$ cat src/rtl/adc_bit_pkg.sv
package adc_bit_pkg;
  localparam int PAT_W    = 8;
  localparam int LANES    = 4;
  localparam int EN_POS   = 0;
  localparam int MODE_POS = 1;
  localparam int PAT_LSB  = 2;

  typedef enum logic [1:0] {
    SRC_CONV   = 2'd0,
    SRC_STATIC = 2'd1,
    SRC_RAMP   = 2'd2
  } src_e;

  function automatic src_e pick_src(input logic en, input logic dyn);
    if (!en) return SRC_CONV;
    return dyn ? SRC_RAMP : SRC_STATIC;
  endfunction

  // A lane carries the inverted pattern when it belongs to the lower half (A pair)
  function automatic logic lane_inverts(input int lane, input int nlanes);
    return lane < (nlanes / 2);
  endfunction
endpackage

$ cat src/rtl/adc_bit_ramp.sv
module adc_bit_ramp #(
  parameter int DW = adc_bit_pkg::PAT_W
) (
  input  logic          clk,
  input  logic          rst_n,
  input  logic          run,
  output logic [DW-1:0] cnt
);
  logic live_q;
  logic wrap_evt;

  assign wrap_evt = run && (cnt == {DW{1'b1}});

  always_ff @(posedge clk or negedge rst_n) begin
    if (!rst_n) begin
      cnt    <= '0;
      live_q <= 1'b0;
    end else begin
      live_q <= 1'b1;
      cnt    <= run ? cnt + 1'b1 : '0;
    end
  end

  // consecutive running cycles step the counter by one
  a_r5_ramp_step: assert property (@(posedge clk) disable iff (!rst_n)
    live_q && $past(run) && !$past(wrap_evt) |-> cnt == $past(cnt) + 1'b1);

  // wrap from all-ones returns to zero
  a_r6_ramp_wrap: assert property (@(posedge clk) disable iff (!rst_n)
    live_q && $past(wrap_evt) |-> cnt == '0);
endmodule

$ cat src/rtl/adc_bit_select.sv
module adc_bit_select
  import adc_bit_pkg::*;
#(
  parameter int DW = PAT_W,
  parameter int NL = LANES
) (
  input  src_e                  src,
  input  logic [DW-1:0]         pattern,
  input  logic [DW-1:0]         ramp,
  input  logic [NL-1:0][DW-1:0] conv,
  output logic [NL-1:0][DW-1:0] nxt
);
  for (genvar g = 0; g < NL; g++) begin : g_lane
    localparam bit INV = lane_inverts(g, NL);
    logic [DW-1:0] lane_v;
    always_comb begin
      case (src)
        SRC_STATIC: lane_v = INV ? ~pattern : pattern;
        SRC_RAMP:   lane_v = INV ? ~ramp    : ramp;
        default:    lane_v = conv[g];
      endcase
    end
    assign nxt[g] = lane_v;
  end
endmodule

$ cat src/rtl/adc_bit_outreg.sv
module adc_bit_outreg #(
  parameter int DW = adc_bit_pkg::PAT_W,
  parameter int NL = adc_bit_pkg::LANES
) (
  input  logic                  clk,
  input  logic                  rst_n,
  input  logic [NL-1:0][DW-1:0] d,
  output logic [NL-1:0][DW-1:0] q
);
  always_ff @(posedge clk or negedge rst_n) begin
    if (!rst_n) q <= '0;
    else        q <= d;
  end
endmodule

$ cat src/rtl/adc_bit_gen.sv
module adc_bit_gen
  import adc_bit_pkg::*;
#(
  parameter int DW = PAT_W
) (
  input  logic          clk,
  input  logic          rst_n,
  input  logic [DW+1:0] cfg_word,
  input  logic [DW-1:0] conv_ai,
  input  logic [DW-1:0] conv_aq,
  input  logic [DW-1:0] conv_bi,
  input  logic [DW-1:0] conv_bq,
  output logic [DW-1:0] out_ai,
  output logic [DW-1:0] out_aq,
  output logic [DW-1:0] out_bi,
  output logic [DW-1:0] out_bq
);
  localparam int NL = LANES;

  src_e                  src;
  logic [DW-1:0]         pattern;
  logic [DW-1:0]         ramp_cnt;
  logic                  ramp_run;
  logic [NL-1:0][DW-1:0] conv_lanes;
  logic [NL-1:0][DW-1:0] nxt_lanes;
  logic [NL-1:0][DW-1:0] out_lanes;
  logic                  live_q;

  assign src        = pick_src(cfg_word[EN_POS], cfg_word[MODE_POS]);
  assign pattern    = cfg_word[PAT_LSB +: DW];
  assign ramp_run   = (src == SRC_RAMP);
  assign conv_lanes = {conv_bq, conv_bi, conv_aq, conv_ai};

  adc_bit_ramp #(.DW(DW)) u_ramp (
    .clk(clk), .rst_n(rst_n), .run(ramp_run), .cnt(ramp_cnt)
  );

  adc_bit_select #(.DW(DW), .NL(NL)) u_sel (
    .src(src), .pattern(pattern), .ramp(ramp_cnt),
    .conv(conv_lanes), .nxt(nxt_lanes)
  );

  adc_bit_outreg #(.DW(DW), .NL(NL)) u_oreg (
    .clk(clk), .rst_n(rst_n), .d(nxt_lanes), .q(out_lanes)
  );

  assign out_ai = out_lanes[0];
  assign out_aq = out_lanes[1];
  assign out_bi = out_lanes[2];
  assign out_bq = out_lanes[3];

  always_ff @(posedge clk or negedge rst_n) begin
    if (!rst_n) live_q <= 1'b0;
    else        live_q <= 1'b1;
  end

  // pass-through one clock later
  a_r2_pass: assert property (@(posedge clk) disable iff (!rst_n)
    live_q && $past(src == SRC_CONV) |->
      out_ai == $past(conv_ai) && out_aq == $past(conv_aq) &&
      out_bi == $past(conv_bi) && out_bq == $past(conv_bq));

  // B pair carries the static word
  a_r3_static_b: assert property (@(posedge clk) disable iff (!rst_n)
    live_q && $past(src == SRC_STATIC) |->
      out_bi == $past(pattern) && out_bq == $past(pattern));

  // A pair is the complement of the B pair in static mode
  a_r4_static_a: assert property (@(posedge clk) disable iff (!rst_n)
    live_q && $past(src == SRC_STATIC) |->
      (out_ai ^ out_bi) == {DW{1'b1}} && out_aq == out_ai);

  // ramps sum to all-ones
  a_r7_ramp_mirror: assert property (@(posedge clk) disable iff (!rst_n)
    live_q && $past(ramp_run) |->
      ({1'b0, out_ai} + {1'b0, out_bi}) == {1'b0, {DW{1'b1}}} &&
      out_aq == out_ai && out_bq == out_bi);

  // entering dynamic mode gives a zero first value
  a_r8_restart: assert property (@(posedge clk) disable iff (!rst_n)
    live_q && $rose(ramp_run) |=> out_bi == '0);
endmodule

$ cat config.mk
export PLATFORM = sky130hd
export DESIGN_NAME = adc_bit_gen
export DESIGN_NICKNAME = d
export VERILOG_FILES = /design/src/rtl/adc_bit_pkg.sv /design/src/rtl/adc_bit_ramp.sv /design/src/rtl/adc_bit_select.sv /design/src/rtl/adc_bit_outreg.sv /design/src/rtl/adc_bit_gen.sv
export SDC_FILE = /design/constraint.sdc
export NUM_CORES = 1
export LEC_CHECK = 0
export ABC_AREA = 0
export BUFFER_PORTS_ARGS = -buffer_cell sky130_fd_sc_hd__clkbuf_2
export CAP_MARGIN = 5
export CORE_MARGIN = 10
export CORE_UTILIZATION = 25
export CTS_CLUSTER_DIAMETER = 120
export DETAILED_ROUTE_END_ITERATION = 8
export PLACE_DENSITY_LB_ADDON = 0.08
export SLEW_MARGIN = 40
export SYNTH_ARGS = -nofsm -noshare
export SYNTH_HDL_FRONTEND = slang
export SYNTH_SLANG_ARGS = --single-unit
$ cat constraint.sdc
create_clock -name clk -period 1.25 [get_ports clk]
set_clock_uncertainty 0.2 [all_clocks]
set_input_delay 0.25 -clock clk [delete_from_list [all_inputs] [get_ports clk]]
set_output_delay 0.25 -clock clk [all_outputs]
set_load 0.01 [all_outputs]
* Word level (Yosys, flattened, before mapping)
Cells that the tools add are included.
** Word-level totals
- Bits of input ports :: 44
- Word-level logic and storage cells :: 17
- Output and inout bits :: 32
- Register bits :: 40
** Cells by class
- Eq/ne operators :: 2
- Add/subtract/negate cells :: 1
- Mux-type cells :: 7
- Bitwise operators :: 2
** Operators with widths (number)
- $pmux W8 S2 :: 4
- $not A8 Y8 :: 2
- $add A8 B1 Y8 const B :: 1
- $mux W8 :: 1
- $mux W2 :: 2
- $eq A2 B1 Y1 const B :: 1
- $eq A2 B2 Y1 const B :: 1

* Logic depth before layout (Yosys ltp)
Gate-level depths: netlist of run 1.
- Word-level depth :: 4
- Depth in mapped cells :: 4
- Mapped depth without buffers :: 4

* Hierarchy
A second synthesis of run 1 with hierarchy kept.
** Unflattened totals
- Cells, all modules :: 167
- Area, all modules :: 1851.8 um2
** By module, submodules not included
- adc_bit_outreg :: seq. area each 800.8 um2, cells an instance 32, times used 1, area an instance 800.8 um2
- adc_bit_select :: seq. area each 0.0 um2, cells an instance 100, times used 1, area an instance 666.9 um2
- adc_bit_ramp :: seq. area each 200.2 um2, cells an instance 33, times used 1, area an instance 367.9 um2
- adc_bit_gen :: seq. area each 0.0 um2, cells an instance 2, times used 1, area an instance 16.3 um2

* Worst setup path after synthesis of run 1
Ideal clock, no wire load.
- Path type :: reg2reg
- From :: register u_ramp.cnt[0]
- To :: register u_ramp.cnt[6]
- Setup time :: 0.078 ns
- Path buffers :: 0
- Slack :: -0.129 ns
- Period minus slack after synthesis :: 1.379 ns
- Data required time :: 0.972 ns
- Cell stages (with the launch flop) :: 5
- Data arrival time :: 1.101 ns
- Cell sequence :: dfrtp_1 ha_1 nand2_1 or3_1 a21oi_1
** Between the ends
- Word-level cells in the longest chain between the ends :: 2
** Ends and longest elaborated chain
- start, declared :: line adc_bit_ramp.sv:7 : output logic [DW-1:0] cnt
- start signal, assigned :: line adc_bit_ramp.sv:20 : cnt <= run ? cnt + 1'b1 : '0;
- $add A8 B1 Y8 :: line adc_bit_ramp.sv:20
- $mux W8 :: line adc_bit_ramp.sv:20
No other way between the ends.

* Final worst setup path of run 1
- From :: register u_ramp.cnt[0]
- To :: register u_ramp.cnt[2]
The elaborated chain is that of the path after synthesis.

==> results.py, run 1 <==
metrics = {
    "critical_path": {
        "cp.required_ns": 1.22,
        "cp_top_family": "flip-flops",
        "critPathLaunchType": "flop",
        "worstSetupPathType": "flop to flop",
        "slowest_delay_ns": 0.40,
        "critical_path_arrival_ns": 1.32,
        "cp-end-kind": "flop",
        "crit_path_frequent_cell": "buf_6",
        "slowest_stage": "dfrtp_1",
        "path_buf_inv": 2,
        "worstPathCellList": "ha_2 -> buf_6 -> buf_6 -> xnor2_2 -> nor2_1",
        "cp_max_fo": 3,
    },
    "sta": {
        "finalCritPeriodShare": 1.09,
        "finalMaxSlewViolations": 0,
        "rsz0062_at_grt": "yes",
        "min_period_ns": 1.36,
        "max_clock_freq_ghz": 0.736,
        "finalSetupViolations": 6,
        "whs_ns": 0.0175,
        "setup_slack_ns": -0.108,
        "finalHoldViolations": 0,
        "worstMarginPinSlew_ns": 0.318,
        "slew_headroom": 0.788,
    },
    "die": {
        "die_x_um": 98.4,
        "die-area_sq_um": 9690,
        "coreArea_sq_um": 5960,
        "start_util": 0.258,
        "ios": 76,
        "fp.dieH_um": 98.4,
        "rows": 28,
    },
    "global_route": {
        "global_route.usage.met1": 0.105,
        "grt_max_degree": 41,
        "gr-total-overflow": 0,
        "grt_pass1_wl_um": 7590,
        "grt_antenna_before_repair": 0,
        "met2_usage": 0.164,
        "grt_pass1_vias": 1488,
        "grt.total_usage": 0.0960,
        "top_usage_layer": "met2",
        "met3_usage": 0.0377,
    },
    "clock_tree": {
        "cts_tree": "done",
        "clk_pin_slew_ns": 0.08,
        "worst_skew_pair.late_latency_ns": 0.29,
        "cts_root_buffer": "clkbuf_8",
        "cts_buffer_depth": 2,
        "h-tree-depth": 2,
        "clock-sinks": 40,
        "cts_buffers": 5,
    },
    "cells_and_area": {
        "area_growth_syn_to_layout_pct": 68.5,
        "antenna_cells": 0,
        "layout-drive-gt1-share": 0.424,
        "nNetsFinal": 306,
        "final_common_cell": "clkbuf_2",
        "final_util": 0.435,
        "final_cell_mix": "clkbuf_2 (71), dfrtp_1 (39), dlygate4sd3_1 (30)",
        "fill_cells": 614,
    },
    "logic_synthesis": {
        "ys_warn_count": 0,
        "synth.distinct_cells": 18,
        "synthesis.area_sq_um": 1540,
        "ys_ff_latch": 40,
        "syn_nets": 179,
        "yosysSeqAreaShare": 0.651,
        "synth.avg_cell_area_sq_um": 11.5,
        "synthCells": 134,
    },
    "power_and_ir_drop": {
        "powerDensity_nw_per_um2": 1070,
        "peakVddDrop_v": 0.000430,
        "power_leakage_nw": 1.33,
    },
    "status": {
        "status": "complete, but fails checks",
        "violations": "negative setup slack",
    },
    "min_path": {
        "hold_path.class": "input pin to flop",
    },
    "detailed_routing": {
        "wirelength_um": 4610,
        "wl_per_cell_um": 13.7,
        "ant_nets": 0,
        "drtIter0Drc": 36,
        "first_pass_iters": 4,
        "vias": 1351,
        "route.detailed.drc": 0,
        "vias_per_cell": 4.01,
    },
    "place": {
        "portBuffers": 75,
        "hpwl_um": 3520,
        "place_ws_ns": -0.163,
        "gp_congestion": 0.699,
    },
    "flow_run": {
        "max_cap_violations": 0,
    },
}
[cell families after synthesis]
family | Yosys count | share of synthesized area
simple gates | 23 | 0.0700
fa+ha+maj | 1 | 0.00814
compound gates | 38 | 0.150
xor+xnor | 3 | 0.0171
buf+inv | 21 | 0.0521
flops | 40 | 0.651
mux | 8 | 0.0521
[registers in the layout, indices dropped and copies added, names as in the netlist]
| name | cells |
|---|---|
| u_ramp.cnt | 8 |
| u_oreg.q | 32 |
[where the power goes]
part / switching, mW / internal (mW)
Sequential: 0.0250 / 1.38
Combinational: 0.225 / 0.254
Clock: 0.438 / 0.440
Total: 0.687 / 2.07
[cells in the mapped netlist]
master    number  area share
a21oi_1        3      0.0098
and3_1         1      0.0041
buf_2          1      0.0033
clkbuf_1       4      0.0098
dfrtp_1       40        0.65
ha_1           1      0.0081
inv_1         16       0.039
mux2i_1        8       0.052
nand2_1       11       0.027
nand3_1        2      0.0065
nand3_2        1      0.0065
nand4_1        1      0.0041
nor2_1         4      0.0098
o21a_1        16       0.078
o21ai_0       19       0.062
or3_1          3       0.012
xnor2_1        1      0.0057
xor2_1         2       0.011
[worst reg2reg max path, stage by stage (launching register included)]
cell	delay [ns]
dfrtp_1	0.40
ha_2	0.19
buf_6	0.12
buf_6	0.11
xnor2_2	0.15
nor2_1	0.07
[routing by layer]
layer | up-vias | share of wire | wire (um)
met5 | - | 0 | 0
met4 | 0 | 0.014 | 65
met3 | 6 | 0.056 | 257
met2 | 32 | 0.51 | 2370
met1 | 617 | 0.42 | 1920
li1 | 696 | - | -
[per-stage QoR]
| stage | TNS [ns] | instance area (sq um) | power [mW] | instances |
|---|---|---|---|---|
| 5_1_grt | -1.52 | 2590 | 2.92 | 337 |
| 4_1_cts | -0.575 | 2560 | 2.81 | 337 |
| 3_5_place_dp | -1.95 | 2130 | 1.83 | 296 |
| 3_3_place_gp | -1.34 | 2130 | 1.82 | 296 |
| 2_1_floorplan | -0.0658 | 1540 | 1.59 | 134 |
| 6_report | -0.446 | 2590 | 2.76 | 337 |
[path summary, 6_finish.rpt]
check | startpoint | endpoint | slack [ns] | cells after the start
max | u_ramp.cnt[0] | u_ramp.cnt[2] | -0.11 | 5
min | conv_ai[3] | u_oreg.q[3] | 0.02 | 3
min in group asynchronous | rst_n | u_oreg.q[4] | 0.27 | 3
max in group asynchronous | rst_n | u_ramp.cnt[3] | 0.37 | 3
min reg2reg | u_ramp.cnt[0] | u_ramp.cnt[0] | 0.37 | 2
max reg2reg | u_ramp.cnt[0] | u_ramp.cnt[2] | -0.11 | 5
[repair_timing]
action | CTS | global route
pin swaps | 9 | 8
hold buffers | 30 | 0
buffers inserted | 4 | 0
resized for setup | 3 | 13
gates cloned | 0 | 0
endpoints found under the setup margin | 15 | 43
endpoints found under the hold margin | 69 | 0
[cell type report]
cell class / instances / area (sq um) / share of cell area
Inverter: 16 / 60.1 / 0.0232
Sequential cell: 40 / 1000 / 0.387
Clock buffer: 6 / 82.6 / 0.0319
Clock inverter: 2 / 10.0 / 0.00386
Multi-Input combinational cell: 73 / 484 / 0.187
Tap cell: 75 / 93.8 / 0.0362
Timing Repair Buffer: 125 / 858 / 0.331
(Power assumes the default switching activity.)
==> inputs of run 2 (changes only) <==
Settings changed: CAP_MARGIN 5 to 20, SYNTH_HIERARCHICAL from default to 1.
==> run 2 against run 1 <==
Net effect: the run still ends with negative setup slack left; non-clock buffer count is 7 lower; sequential power is 5% higher; clock power is 32% higher; first-iteration DRC count is 17% lower; critical path type is now input pin to flop; fmax is 1.2% lower; critical path depth is 2 higher; critical endpoint is now u_oreg/q[18]; hold slack better by 0.00064 ns; synthesized cell count is 25% higher; total power is 25% higher.
==> results.py, run 2 <==
metrics = {
    "cells_and_area": {
        "final_common_cell": "clkbuf_2",
        "regArea_sq_um": 1010,
        "antenna_cells": 0,
        "final_cell_mix": "clkbuf_2 (73), dfrtp_1 (34), buf_4 (20)",
        "top_register": "u_oreg/q",
        "largest_reg_flops": 32,
        "fill_cells": 729,
        "layout-drive-gt1-share": 0.510,
        "multi_input_area_sq_um": 941,
        "nNetsFinal": 332,
        "area_growth_syn_to_layout_pct": 66.1,
        "reg.largest.list": "u_oreg/q (32), u_ramp/cnt (8)",
    },
    "status": {
        "violations": "negative setup slack",
        "status": "complete, but fails checks",
    },
    "clock_tree": {
        "cts_buffer_depth": 2,
        "cts_tree": "done",
        "clock-sinks": 40,
        "cts_root_buffer": "clkbuf_8",
        "h-tree-depth": 2,
        "clk_pin_slew_ns": 0.08,
        "cts_buffers": 5,
        "worst_skew_pair.late_latency_ns": 0.29,
    },
    "die": {
        "fp.dieH_um": 106,
        "start_util": 0.257,
        "coreArea_sq_um": 7210,
        "rows": 31,
        "die-area_sq_um": 11200,
        "die_x_um": 106,
        "ios": 76,
    },
    "detailed_routing": {
        "drtIter0Drc": 30,
        "ant_nets": 0,
        "vias_per_cell": 4.22,
        "vias": 1626,
        "wirelength_um": 5620,
        "first_pass_iters": 4,
        "wl_per_cell_um": 14.6,
        "route.detailed.drc": 0,
    },
    "logic_synthesis": {
        "yosysTopAreaCellShare": 0.541,
        "synthTopCellsByCount": "dfrtp_1 (40), inv_1 (18), nor2b_1 (17)",
        "synth-main-ff-cell": "dfrtp_1",
        "synthArstFlopShare": 1.00,
        "yosysMostFrequentCell": "dfrtp_1",
        "synth_edf_count": 0,
        "synth.distinct_cells": 26,
        "yosys.area.top_type": "dfrtp_1",
        "yosys-top-cells-area": "dfrtp_1 (54%), a221oi_2 (6.5%), nor2b_1 (5.7%)",
        "ys_ff_latch": 40,
        "syn_nets": 214,
        "yosysSeqAreaShare": 0.541,
        "synthesis.area_sq_um": 1850,
        "synthCells": 167,
        "synth.avg_cell_area_sq_um": 11.1,
        "ys_warn_count": 6,
    },
    "sta": {
        "worstMarginPinSlew_ns": 0.256,
        "slew_headroom": 0.829,
        "finalHoldViolations": 0,
        "setup_slack_ns": -0.124,
        "rsz0062_at_grt": "yes",
        "min_period_ns": 1.37,
        "finalSetupViolations": 34,
        "finalCritPeriodShare": 1.10,
        "fin_tns_setup_ns": -2.66,
        "max_clock_freq_ghz": 0.728,
        "finalMaxSlewViolations": 0,
    },
    "critical_path": {
        "cp_max_fo": 8,
        "worstSetupPathType": "input pin to flop",
        "cp.required_ns": 1.22,
        "critPathLaunchType": "input pin",
        "critical_path_arrival_ns": 1.34,
        "cp-end-kind": "flop",
        "r2r_setup_slack_ns": -0.07,
    },
    "global_route": {
        "grt_pass1_wl_um": 9240,
        "gr-total-overflow": 0,
        "grt.total_usage": 0.101,
        "grt_antenna_before_repair": 0,
        "grt_max_degree": 41,
        "grt_pass1_vias": 1845,
    },
    "place": {
        "portBuffers": 75,
        "hpwl_um": 4230,
        "gp_congestion": 0.721,
        "place_ws_ns": -0.509,
    },
    "power_and_ir_drop": {
        "power_leakage_nw": 1.48,
        "peakVddDrop_v": 0.000460,
        "powerDensity_nw_per_um2": 1130,
    },
    "flow_run": {
        "max_cap_violations": 0,
    },
    "min_path": {
        "hold_path.class": "input pin to flop",
    },
}
run 2: changes by cell type after synthesis, moves of 12 or more:
| cell | before | now |
|---|---|---|
| o21a_1 | 16 | 0 |
| a31oi_1 | 0 | 16 |
| o21ai_0 | 19 | 1 |
| or2b_1 | 0 | 12 |
| a21oi_1 | 3 | 16 |
| nor2b_1 | 0 | 17 |
run 2: per-layer routing:
| metal | part of all wire | global-route usage |
|---|---|---|
| met1 | 0.41 | 0.112 |
| met2 | 0.52 | 0.180 |
| met3 | 0.057 | 0.0308 |
| met4 | 0.0061 | 0.0348 |
| met5 | 0 | 0 |
run 2: worst paths after layout:
| kind | to | start | cells past startpoint |
|---|---|---|---|
| worst max-delay path | u_oreg/q[18] | cfg_word[1] | 7 |
| worst min-delay path | u_oreg/q[4] | conv_ai[4] | 3 |
| worst max register to register | u_oreg/q[16] | u_ramp/cnt[0] | 3 |
| worst min register to register | u_ramp/cnt[0] | u_ramp/cnt[0] | 1 |
| max in group asynchronous | u_ramp/cnt[3] | rst_n | 3 |
| min in group asynchronous | u_oreg/q[4] | rst_n | 3 |
run 2: repair_timing:
action,CTS,global route
pin swaps,3,7
resized for setup,13,27
endpoints found under the setup margin,47,68
hold buffers,17,0
endpoints found under the hold margin,56,0
buffers inserted,7,0
run 2: layout make-up:
| cell class | count | area share |
|---|---|---|
| flip-flops and latches | 40 | 0.328 |
| clock buffers | 7 | 0.0313 |
| multi-input cells | 101 | 0.306 |
| well taps | 99 | 0.0403 |
| repair buffers | 118 | 0.262 |
| clock inverters | 1 | 0.00976 |
| inverters | 19 | 0.0232 |
run 2: critical path, cell delays in order:
cell and delay [ns]:
buf_6 0.09, and2b_2 0.24, inv_2 0.05, ha_4 0.17
buf_12 0.15, a221oi_4 0.31, a21oi_1 0.07
run 2: cells by family after synthesis:
family	count (synthesis)	synth area share
buffers and inverters	26	0.0682
multiplexers	2	0.0108
XOR/XNOR	3	0.0142
AO/OA/AOI/OAI	42	0.169
flip-flops	40	0.541
adder cells (fa/ha/maj)	3	0.0203
AND/OR/NAND/NOR	51	0.177
run 2: stage by stage:
stage	hold WS, ns	instances	utilization	area (sq um)	total power [mW]
after floorplan	-0.246	167	-	1890	1.84
after CTS	0.0153	385	0.407	2940	3.45
final	0.0181	385	0.426	3080	3.46
after global routing	0.0218	385	0.426	3080	3.64
after detailed placement	0.0464	353	0.347	2500	2.19
after global placement	0.0484	353	0.347	2500	2.20
run 2: report_power, final:
part           internal, mW  switching (mW)  total [mW]  leakage, nW
registers              1.43          0.0419        1.47        0.478
logic                 0.420           0.410       0.830        0.940
clock network         0.705           0.458        1.16       0.0645
==> inputs of run 3 (changes only) <==
Settings changed: CORE_UTILIZATION 25 to 35.
==> run 3 against run 2 <==
Net effect: the flow still finishes with violations (negative setup slack); utilization grew 16 points; first-iteration DRC count grew 100%; final area shrank 2.6%; sequential share of layout area grew 0.89 points; sequential power is essentially flat; final cell count shrank 6.5%; fmax shrank 1.2%; combinational power shrank 2.8%; total power shrank 1.5%; register-to-register slack lost 0.03 ns; hold slack gained 0.0086 ns.
==> results.py, run 3 (same netlist as run 2, synthesis figures left out) <==
metrics = {
    "sta": {
        "max_clock_freq_ghz": 0.720,
        "finalHoldViolations": 0,
        "slew_headroom": 0.792,
        "finalSetupViolations": 36,
        "worstMarginPinSlew_ns": 0.312,
        "setup_slack_ns": -0.140,
        "rsz0062_at_grt": "yes",
        "finalMaxSlewViolations": 0,
        "finalCritPeriodShare": 1.11,
        "min_period_ns": 1.39,
    },
    "critical_path": {
        "cp.required_ns": 1.22,
        "critical_path_arrival_ns": 1.36,
        "slowest_stage": "a221oi_4",
        "worstPathCellList": "buf_6 -> and2b_2 -> inv_2 -> ha_4 -> buf_12 -> a221oi_4 -> a21oi_2",
        "path_buf_inv": 3,
        "slowest_delay_ns": 0.27,
        "cp-end-kind": "flop",
        "critPathLaunchType": "input pin",
        "cp_top_family": "compound AO/OA/AOI/OAI gates",
        "worstSetupPathType": "input pin to flop",
        "cp_max_fo": 8,
    },
    "detailed_routing": {
        "first_pass_iters": 4,
        "drtIter0Drc": 60,
        "route.detailed.drc": 0,
        "wl_per_cell_um": 15.4,
        "vias": 1630,
        "wirelength_um": 5530,
        "ant_nets": 0,
        "vias_per_cell": 4.53,
    },
    "cells_and_area": {
        "final_common_cell": "clkbuf_2",
        "nNetsFinal": 336,
        "reg.largest.list": "u_oreg/q (32), u_ramp/cnt (8)",
        "largest_reg_flops": 32,
        "fin_cells": 360,
        "antenna_cells": 0,
        "area_growth_syn_to_layout_pct": 61.7,
        "final_cell_mix": "clkbuf_2 (74), dfrtp_1 (34), buf_4 (23)",
        "layout-drive-gt1-share": 0.493,
        "top_register": "u_oreg/q",
        "final_util": 0.586,
    },
    "clock_tree": {
        "cts_buffers": 5,
        "cts_root_buffer": "clkbuf_8",
        "h-tree-depth": 2,
        "clock-sinks": 40,
        "clk_pin_slew_ns": 0.08,
        "cts_buffer_depth": 2,
        "cts_tree": "done",
        "worst_skew_pair.late_latency_ns": 0.28,
    },
    "die": {
        "fp.dieH_um": 92.7,
        "coreArea_sq_um": 5110,
        "rows": 26,
        "die-area_sq_um": 8600,
        "die_x_um": 92.7,
        "ios": 76,
        "start_util": 0.363,
    },
    "power_and_ir_drop": {
        "power_leakage_nw": 1.45,
        "powerDensity_nw_per_um2": 1140,
        "peakVddDrop_v": 0.000562,
    },
    "place": {
        "gp_congestion": 0.764,
        "place_inst": 324,
        "place_ws_ns": -0.467,
        "portBuffers": 75,
        "hpwl_um": 4030,
    },
    "global_route": {
        "grt_pass1_vias": 1826,
        "grt_antenna_before_repair": 0,
        "grt.total_usage": 0.131,
        "gr-total-overflow": 0,
        "grt_max_degree": 27,
        "grt_pass1_wl_um": 9000,
    },
    "status": {
        "violations": "negative setup slack",
        "status": "complete, but fails checks",
    },
    "flow_run": {
        "max_cap_violations": 0,
    },
    "min_path": {
        "hold_path.class": "input pin to flop",
    },
}
==> run 3: cell count changes in the layout (fill, tap and decap cells not counted), moves of 3 or more <==
cell	change
a21oi_2	+3
buf_4	+3
a21oi_1	-3
nor2b_1	+11
nor2b_2	-4
nor2b_4	-7
==> run 3: worst register-to-register path, cell delays in order, from the launching register on <==
cell and delay, ns:
dfrtp_1 0.47, nand3_2 0.10, or3_4 0.38, a21boi_2 0.13
==> run 3: worst paths after layout <==
check                           cells after the start  slack (ns)     startpoint       endpoint
worst max-delay path                                7       -0.14    cfg_word[1]   u_oreg/q[20]
worst max register to register                      3       -0.10  u_ramp/cnt[0]  u_ramp/cnt[7]
max in group asynchronous                           3        0.30          rst_n   u_oreg/q[15]
worst min register to register                      2        0.45  u_ramp/cnt[5]   u_oreg/q[21]
min in group asynchronous                           3        0.26          rst_n    u_oreg/q[1]
worst min-delay path                                3        0.03     conv_ai[1]    u_oreg/q[1]
==> run 3: stage by stage <==
step	instance area, sq um	setup TNS [ns]	power, mW	hold WS, ns
3_3_place_gp	2450	-13.31	2.17	0.0162
2_1_floorplan	1890	-5.08	1.84	-0.246
3_5_place_dp	2450	-13.68	2.18	0.0232
4_1_cts	2880	-3.01	3.42	0.0100
5_1_grt	2990	-5.14	3.59	0.0226
6_report	2990	-3.27	3.41	0.0267
==> run 3: report_power, final <==
group | leakage (nW) | switching, mW | internal [mW] | total, mW
Combinational | 0.910 | 0.405 | 0.403 | 0.807
Sequential | 0.478 | 0.0408 | 1.43 | 1.47
Clock | 0.0645 | 0.431 | 0.704 | 1.14
Total | 1.45 | 0.877 | 2.54 | 3.41
==> run 3: layer usage <==
metal  wire (um)  GRT usage  up-vias  part of all wire
met5           0          0        -                 0
met1        2080      0.138      776              0.38
met2        3110      0.242       39              0.56
li1            -          -      811                 -
met4          48     0.0398        0            0.0087
met3         296     0.0395        4             0.054
==> run 3: cell type report <==
class / instances / area [sq um]
tap: 70 / 87.6
inverter: 19 / 71.3
clock inverter: 1 / 30.0
fill: 461 / 2110
clock buffer: 7 / 96.3
timing repair buffer: 122 / 830
sequential: 40 / 1010
multi-input combinational: 101 / 871
==> run 3: repair_timing <==
action,4_1_cts,5_1_grt
setup buffers,7,4
setup endpoints to repair,38,62
pin swaps,5,4
hold endpoints to repair,56,0
resized for setup,14,17
hold buffers,17,0
